`src/rtl/eeprom_slave_pkg.sv`:
```
`timescale 1ns/1ps
package eeprom_slave_pkg;

    localparam logic [3:0] DEV_TYPE = 4'b1010;

    typedef enum logic [3:0] {
        ST_IDLE,
        ST_DEV_ADDR,
        ST_DEV_ACK,
        ST_WORD_ADDR,
        ST_WORD_ACK,
        ST_DATA,
        ST_DATA_ACK,
        ST_IGNORE,
        ST_WRITE_CYCLE
    } slave_state_t;

endpackage

```
`src/rtl/bus_line_sync.sv`:
```
`timescale 1ns/1ps
module bus_line_sync #(
    parameter int SYNC_STAGES = 2
) (
    input  logic clk,
    input  logic rst_n,
    input  logic scl_i,
    input  logic sda_i,
    output logic sda_s,
    output logic scl_rise,
    output logic scl_fall,
    output logic start_det,
    output logic stop_det
);
    localparam int PIPE_W = SYNC_STAGES + 1;

    logic [PIPE_W-1:0] scl_pipe;
    logic [PIPE_W-1:0] sda_pipe;
    logic scl_now, scl_prev, sda_prev;

    always_ff @(posedge clk or negedge rst_n) begin
        if (!rst_n) begin
            scl_pipe <= '1;
            sda_pipe <= '1;
        end else begin
            scl_pipe <= {scl_pipe[PIPE_W-2:0], scl_i};
            sda_pipe <= {sda_pipe[PIPE_W-2:0], sda_i};
        end
    end

    assign scl_now  = scl_pipe[SYNC_STAGES-1];
    assign scl_prev = scl_pipe[SYNC_STAGES];
    assign sda_s    = sda_pipe[SYNC_STAGES-1];
    assign sda_prev = sda_pipe[SYNC_STAGES];

    assign scl_rise  = scl_now & ~scl_prev;
    assign scl_fall  = ~scl_now & scl_prev;
    assign start_det = scl_now & scl_prev & sda_prev & ~sda_s;
    assign stop_det  = scl_now & scl_prev & ~sda_prev & sda_s;

endmodule

```
`src/rtl/page_collect.sv`:
```
`timescale 1ns/1ps
module page_collect #(
    parameter int PAGE_BYTES = 16,
    localparam int LANE_W = $clog2(PAGE_BYTES)
) (
    input  logic                      clk,
    input  logic                      rst_n,
    input  logic                      clear,
    input  logic                      wr_en,
    input  logic [LANE_W-1:0]         wr_lane,
    input  logic [7:0]                wr_data,
    output logic [PAGE_BYTES*8-1:0]   lane_data,
    output logic [PAGE_BYTES-1:0]     lane_valid,
    output logic                      any_valid
);
    for (genvar g = 0; g < PAGE_BYTES; g++) begin : g_lane
        always_ff @(posedge clk or negedge rst_n) begin
            if (!rst_n) begin
                lane_data[g*8 +: 8] <= '0;
                lane_valid[g]       <= 1'b0;
            end else if (clear) begin
                lane_valid[g]       <= 1'b0;
            end else if (wr_en && (wr_lane == LANE_W'(g))) begin
                lane_data[g*8 +: 8] <= wr_data;
                lane_valid[g]       <= 1'b1;
            end
        end
    end

    assign any_valid = |lane_valid;

endmodule

```
`src/rtl/byte_store.sv`:
```
`timescale 1ns/1ps
module byte_store #(
    parameter int DEPTH      = 256,
    parameter int PAGE_BYTES = 16,
    localparam int ADDR_W = $clog2(DEPTH),
    localparam int LANE_W = $clog2(PAGE_BYTES),
    localparam int PAGE_W = ADDR_W - LANE_W
) (
    input  logic                     clk,
    input  logic                     rst_n,
    input  logic                     page_we,
    input  logic [PAGE_W-1:0]        page_sel,
    input  logic [PAGE_BYTES*8-1:0]  lane_data,
    input  logic [PAGE_BYTES-1:0]    lane_mask,
    input  logic [ADDR_W-1:0]        rd_addr,
    output logic [7:0]               rd_data
);
    logic [7:0] cells [DEPTH];

    always_ff @(posedge clk or negedge rst_n) begin
        if (!rst_n) begin
            for (int a = 0; a < DEPTH; a++) cells[a] <= 8'hFF;
        end else if (page_we) begin
            for (int l = 0; l < PAGE_BYTES; l++) begin
                if (lane_mask[l]) cells[{page_sel, LANE_W'(l)}] <= lane_data[l*8 +: 8];
            end
        end
    end

    assign rd_data = cells[rd_addr];

endmodule

```
`src/rtl/serial_eeprom_slave.sv`:
```
`timescale 1ns/1ps
module serial_eeprom_slave
    import eeprom_slave_pkg::*;
#(
    parameter int DEPTH       = 256,
    parameter int PAGE_BYTES  = 16,
    parameter int WR_CYCLES   = 1000,
    parameter int SYNC_STAGES = 2,
    localparam int ADDR_W = $clog2(DEPTH),
    localparam int LANE_W = $clog2(PAGE_BYTES),
    localparam int PAGE_W = ADDR_W - LANE_W,
    localparam int TMR_W  = $clog2(WR_CYCLES + 1)
) (
    input  logic              clk,
    input  logic              rst_n,
    input  logic              scl_i,
    input  logic              sda_i,
    input  logic [2:0]        dev_sel_i,
    output logic              sda_oe_o,
    output logic              busy_o,
    input  logic [ADDR_W-1:0] dbg_addr_i,
    output logic [7:0]        dbg_data_o
);
    logic sda_s, scl_rise, scl_fall, start_det, stop_det;

    slave_state_t state, nxt;
    logic [3:0]        bit_cnt;
    logic [7:0]        shreg;
    logic              ack_hi;
    logic [ADDR_W-1:0] word_addr;
    logic [TMR_W-1:0]  timer;

    logic byte_done, ack_done, addr_ok, timer_last, mem_we;
    logic in_byte, in_ack, buf_wr, buf_clear;
    logic [PAGE_BYTES*8-1:0] lane_data;
    logic [PAGE_BYTES-1:0]   lane_valid;
    logic                    pending;

    bus_line_sync #(.SYNC_STAGES(SYNC_STAGES)) i_sync (
        .clk(clk), .rst_n(rst_n), .scl_i(scl_i), .sda_i(sda_i),
        .sda_s(sda_s), .scl_rise(scl_rise), .scl_fall(scl_fall),
        .start_det(start_det), .stop_det(stop_det)
    );

    assign in_byte    = (state == ST_DEV_ADDR) || (state == ST_WORD_ADDR) || (state == ST_DATA);
    assign in_ack     = (state == ST_DEV_ACK) || (state == ST_WORD_ACK) || (state == ST_DATA_ACK);
    assign byte_done  = in_byte && scl_fall && (bit_cnt == 4'd8);
    assign ack_done   = in_ack && scl_fall && ack_hi;
    assign addr_ok    = (shreg[7:4] == DEV_TYPE) && (shreg[3:1] == dev_sel_i) && !shreg[0];
    assign timer_last = (timer == TMR_W'(WR_CYCLES - 1));

    // next-state logic
    always_comb begin
        nxt = state;
        unique case (state)
            ST_IDLE:        nxt = ST_IDLE;
            ST_DEV_ADDR:    if (byte_done) nxt = addr_ok ? ST_DEV_ACK : ST_IGNORE;
            ST_DEV_ACK:     if (ack_done) nxt = ST_WORD_ADDR;
            ST_WORD_ADDR:   if (byte_done) nxt = ST_WORD_ACK;
            ST_WORD_ACK:    if (ack_done) nxt = ST_DATA;
            ST_DATA:        if (byte_done) nxt = ST_DATA_ACK;
            ST_DATA_ACK:    if (ack_done) nxt = ST_DATA;
            ST_IGNORE:      nxt = ST_IGNORE;
            ST_WRITE_CYCLE: if (timer_last) nxt = ST_IDLE;
            default:        nxt = ST_IDLE;
        endcase
        if (state != ST_WRITE_CYCLE) begin
            if (start_det)     nxt = ST_DEV_ADDR;
            else if (stop_det) nxt = pending ? ST_WRITE_CYCLE : ST_IDLE;
        end
    end

    // state register
    always_ff @(posedge clk or negedge rst_n) begin
        if (!rst_n) state <= ST_IDLE;
        else        state <= nxt;
    end

    // byte framing, word address and write timer
    always_ff @(posedge clk or negedge rst_n) begin
        if (!rst_n) begin
            bit_cnt   <= '0;
            shreg     <= '0;
            ack_hi    <= 1'b0;
            word_addr <= '0;
            timer     <= '0;
        end else begin
            if (state == ST_WRITE_CYCLE) timer <= timer + 1'b1;
            else                         timer <= '0;

            if (state != ST_WRITE_CYCLE && start_det) begin
                bit_cnt <= '0;
                ack_hi  <= 1'b0;
            end else if (in_byte) begin
                if (scl_rise && bit_cnt != 4'd8) begin
                    shreg   <= {shreg[6:0], sda_s};
                    bit_cnt <= bit_cnt + 1'b1;
                end
                if (byte_done && state == ST_WORD_ADDR) word_addr <= shreg[ADDR_W-1:0];
                if (byte_done && state == ST_DATA)
                    word_addr[LANE_W-1:0] <= word_addr[LANE_W-1:0] + 1'b1;
            end else if (in_ack) begin
                if (scl_rise) ack_hi <= 1'b1;
                if (ack_done) begin
                    ack_hi  <= 1'b0;
                    bit_cnt <= '0;
                end
            end
        end
    end

    // outputs
    always_comb begin
        sda_oe_o = in_ack;
        busy_o   = (state == ST_WRITE_CYCLE);
        mem_we   = (state == ST_WRITE_CYCLE) && timer_last;
    end

    assign buf_wr    = byte_done && (state == ST_DATA);
    assign buf_clear = ((state != ST_WRITE_CYCLE) && start_det) || mem_we;

    page_collect #(.PAGE_BYTES(PAGE_BYTES)) i_page (
        .clk(clk), .rst_n(rst_n), .clear(buf_clear), .wr_en(buf_wr),
        .wr_lane(word_addr[LANE_W-1:0]), .wr_data(shreg),
        .lane_data(lane_data), .lane_valid(lane_valid), .any_valid(pending)
    );

    byte_store #(.DEPTH(DEPTH), .PAGE_BYTES(PAGE_BYTES)) i_store (
        .clk(clk), .rst_n(rst_n), .page_we(mem_we),
        .page_sel(word_addr[ADDR_W-1:LANE_W]),
        .lane_data(lane_data), .lane_mask(lane_valid),
        .rd_addr(dbg_addr_i), .rd_data(dbg_data_o)
    );

endmodule

```
`config.mk`:
```
export PLATFORM = sky130hd
export DESIGN_NAME = serial_eeprom_slave
export DESIGN_NICKNAME = d
export VERILOG_FILES = /design/src/rtl/eeprom_slave_pkg.sv /design/src/rtl/bus_line_sync.sv /design/src/rtl/page_collect.sv /design/src/rtl/byte_store.sv /design/src/rtl/serial_eeprom_slave.sv
export SDC_FILE = /design/constraint.sdc
export NUM_CORES = 2
export LEC_CHECK = 0
export CORE_ASPECT_RATIO = 1.4
export CORE_MARGIN = 2
export CORE_UTILIZATION = 55
export CTS_CLUSTER_SIZE = 12
export DETAILED_ROUTE_END_ITERATION = 8
export PLACE_DENSITY = 0.74
export SETUP_SLACK_MARGIN = 0.3
export SYNTH_ARGS = -nofsm -noshare
export SYNTH_HDL_FRONTEND = slang
export SYNTH_SLANG_ARGS = --single-unit
```
`constraint.sdc`:
```
create_clock -name clk -period 3 [get_ports clk]
set_input_delay 0.45 -clock clk [delete_from_list [all_inputs] [get_ports clk]]
set_output_delay 0.45 -clock clk [all_outputs]
set_load 0.005 [all_outputs]
```
==> impl_metrics.toml <==
[cts]
clk_path_buf_depth = 4
numCtsBuffers = 220
cts.sinks = 2233
cts_tree = "done"
clkTransAtPathRegs_ps = 60
clk_latency_ps = 910
htreeDepth = 4
root_buffer = "clkbuf_16"

[placed_design]
routabilityCongestion = 1.09
dpl.cell_count = 9336
hpwl_um = 250000
io_buffers = 24
postPlaceCellArea_um2 = 113000

[logic_synthesis]
synth_edf_count = 0
synth-xor-area-share_pct = 0.0921
synth_ff_type = "dfstp_2"
ys_seq_elements = 2233
netlist_area_um2 = 105000
syn-instance-count = 6436
synth_compound_area_share_pct = 3.04
syn_area_per_cell_um2 = 16.3
synthArstFlopShare_pct = 100
synth.mux.area_fraction_pct = 34.4
yosys.area_share.simple_pct = 4.51
synth_cell_types = 68
syn-num-nets = 6458
ys_seq_area_share_pct = 55.9
yosys_warnings = 0
synth_top_family_by_area = "multiplexers"
synthAdderAreaFrac_pct = 0.0837

[floorplan]
die_h_um = 520
ioPinCount = 25
rows = 189
dieWidth_um = 373
core_um2 = 189000
die-area_um2 = 194000
start_util_pct = 55.3

[power_and_ir_drop]
p_clk_share_pct = 43.6
p_leak_nw = 50.3
internal_power_mw = 45.2
seq_power_share_pct = 51.9
powerDensity_nw_per_um2 = 479
switching_share_pct = 22.6
ir_drop_mv = 0.483
combPwrFrac_pct = 4.6
p_switching_mw = 13.2

[worst_setup_path]
critPathMaxFanout = 2
critPathBufInv = 2
reg2regPathDepth = 9
cp.required_ps = 2550
cp.arrival_ps = 3350
worstSetupPathDepth = 7
crit_top_cell = "nor4_4"
r2r-start = "timer[0]"
worst-setup-path-type = "reg2out"
start_kind = "register"
rr_endpoint = "i_store.cells[1190]"
crit_family = "compound AO/OA/AOI/OAI gates"
rrSetupSlack_ps = 330
max_stage_delay_ps = 730
path_cells = "mux4_2 > a22oi_2 > a21oi_2 > nor4_4 > buf_4 > nor4_4 > buf_2"
crit_path_end_kind = "output pin"
critPathSlowestCell = "a22oi_2"

[timing]
maxSlewViolCount = 0
worstMarginPinSlew_ps = 1320
relSlewSlack_pct = 12.2
hold_viol = 0
setup_ws_ps = -804
rsz0062_at_grt = "true"
fin_skew_ps = 65.8
timing.fmax_mhz = 263
period_share_pct = 127
setup_violations = 8
period_needed_ps = 3800

[detailed_routing]
routed_wl_um = 369000
wl_per_cell_um = 38.0
drc_errors = 0
avgViaCountPerCell = 6.71
ant_nets = 0
drt_pass1_iterations = 7
via_count = 65200
drt-initial-drc-count = 6172

[global_route]
grt_max_degree = 132
grt_overflow = 0
antenna_found_initial = 27
first_global_vias = 68600
grt_use_total_pct = 38.3
grt_pass1_wl_um = 520000

[cells_and_area]
instances_no_fill = 9714
final_nets = 7146
fin_area_um2 = 122000
drive_above_1_share_pct = 86.7
area_delta_synth_final_pct = 16.5

[run]
cap_violations = 0

[run_status]
violations = "negative setup slack"
status = "complete, but fails checks"

[worst_hold_path]
hp-class = "in2async"
## stage by stage
step	setup slack [ps]	TNS (ps)	total power, mW	utilization [%]	hold WS (ps)
finish	-804	-5330	58.4	64.4	154
global route	-758	-5260	59.9	64.4	188
CTS	-727	-4810	58.6	64.1	147
detailed placement	-1760	-12030	33.2	59.9	348
global placement	-1790	-11860	33.2	59.9	345
floorplan	281	0	31.6	-	154
## Yosys cell counts (all sizes together) (5+ instances only)
cell type,count,share of area [%]
nand2b,7,0.042
mux2i,110,1.1
a21o,8,0.057
mux4,443,9.5
or2,6,0.036
a31oi,15,0.090
ha,7,0.084
and3,9,0.054
a211oi,28,0.20
buf,196,1.2
clkbuf,194,0.70
o22ai,26,0.16
inv,11,0.039
nor3,24,0.12
nand2,122,0.59
a221oi,12,0.10
nor2b,12,0.072
xnor2,8,0.067
nor2,307,3.1
nand4,5,0.030
o21ai,23,0.11
o221ai,33,0.28
a22oi,184,1.3
mux2,2199,24
nor4,32,0.20
and2,6,0.036
dfrtp,179,4.3
a21oi,120,0.57
dfstp,2054,52
a22o,7,0.059
nand3,15,0.11
## cell usage in the layout, fill, tap and decap left out, drive strengths merged, types with 9 or more instances in the layout
master | Yosys | layout
mux2 | 2199 | 2199
dfstp | 2054 | 2054
buf | 196 | 842
mux4 | 443 | 443
clkbuf | 194 | 315
nor2 | 307 | 307
a22oi | 184 | 184
dfrtp | 179 | 179
nand2 | 122 | 122
a21oi | 120 | 120
mux2i | 110 | 110
o221ai | 33 | 33
nor4 | 32 | 32
a211oi | 28 | 28
o22ai | 26 | 26
nor3 | 24 | 24
o21ai | 23 | 23
nand3 | 15 | 15
a31oi | 15 | 15
inv | 11 | 12
nor2b | 12 | 12
a221oi | 12 | 12
and3 | 9 | 9
## worst register-to-register path, cell delays in order, from the launching register on
cell and delay [ps]:
dfrtp_1 380, ha_2 230, nand4b_1 160, nor4_4 290, buf_6 200, buf_12 200
nand2_2 100, buf_12 170, nor2_4 440, mux2_2 390
## flip-flops by register name (all words and copies together) (netlist names), 4 cells and up
signal and count:
shreg 8, state 4, word_addr 8, i_page.lane_valid 16
i_store.cells 2048, bit_cnt 4, i_page.lane_data 128, timer 10
## power by group through the flow
stage               registers (mW)  clock network (mW)  logic [mW]
floorplan                     30.7                   0       0.879
global placement              30.7                   0        2.44
detailed placement            30.7                   0        2.48
CTS                           30.3                25.7        2.61
global route                  30.3                26.8        2.81
finish                        30.3                25.4        2.67
## per-layer routing
layer,part of all wire (%),wire length (µm),global-route usage (%)
met1,36,132000,46.2
met5,0.016,59,0
met3,7.9,29000,8.30
met2,46,170000,58.8
met4,10,38300,31.6
## repair_timing
action,CTS,global route
gates cloned,1,0
setup buffers,22,23
endpoints found under the hold margin,45,0
gates resized for setup,322,83
pin swaps,82,49
setup endpoints to repair,1019,876
hold buffers,3,0
## how the worst max path moves through the flow
stage / from / endpoint / slack [ps]
3_5_place_dp: dbg_addr_i[4] / dbg_data_o[5] / -1760
5_1_grt: i_store.cells[645] / dbg_data_o[5] / -760
2_1_floorplan: dbg_addr_i[0] / dbg_data_o[4] / 280
3_3_place_gp: dbg_addr_i[4] / dbg_data_o[5] / -1790
6_report: i_store.cells[645] / dbg_data_o[5] / -800
4_1_cts: i_store.cells[1934] / dbg_data_o[6] / -730
## cell type report
cell class	count	area, µm²
diodes	6	15.0
clock buffers	315	6090
clock inverters	8	109
fillers	13200	67300
inverters	11	41.3
multi-input cells	3802	45900
flip-flops and latches	2233	58500
well taps	2483	3110
repair buffers	856	8080
## kinds of logic after synthesis
family	Yosys count
muxes	2752
DFF	2233
and+or+nand+nor	564
AOI/OAI and AO/OA	468
buffers and inverters	401
xor gates and xnor gates	11
adders and majority gates	7
Note: power is estimated with default switching activity, not from simulation.
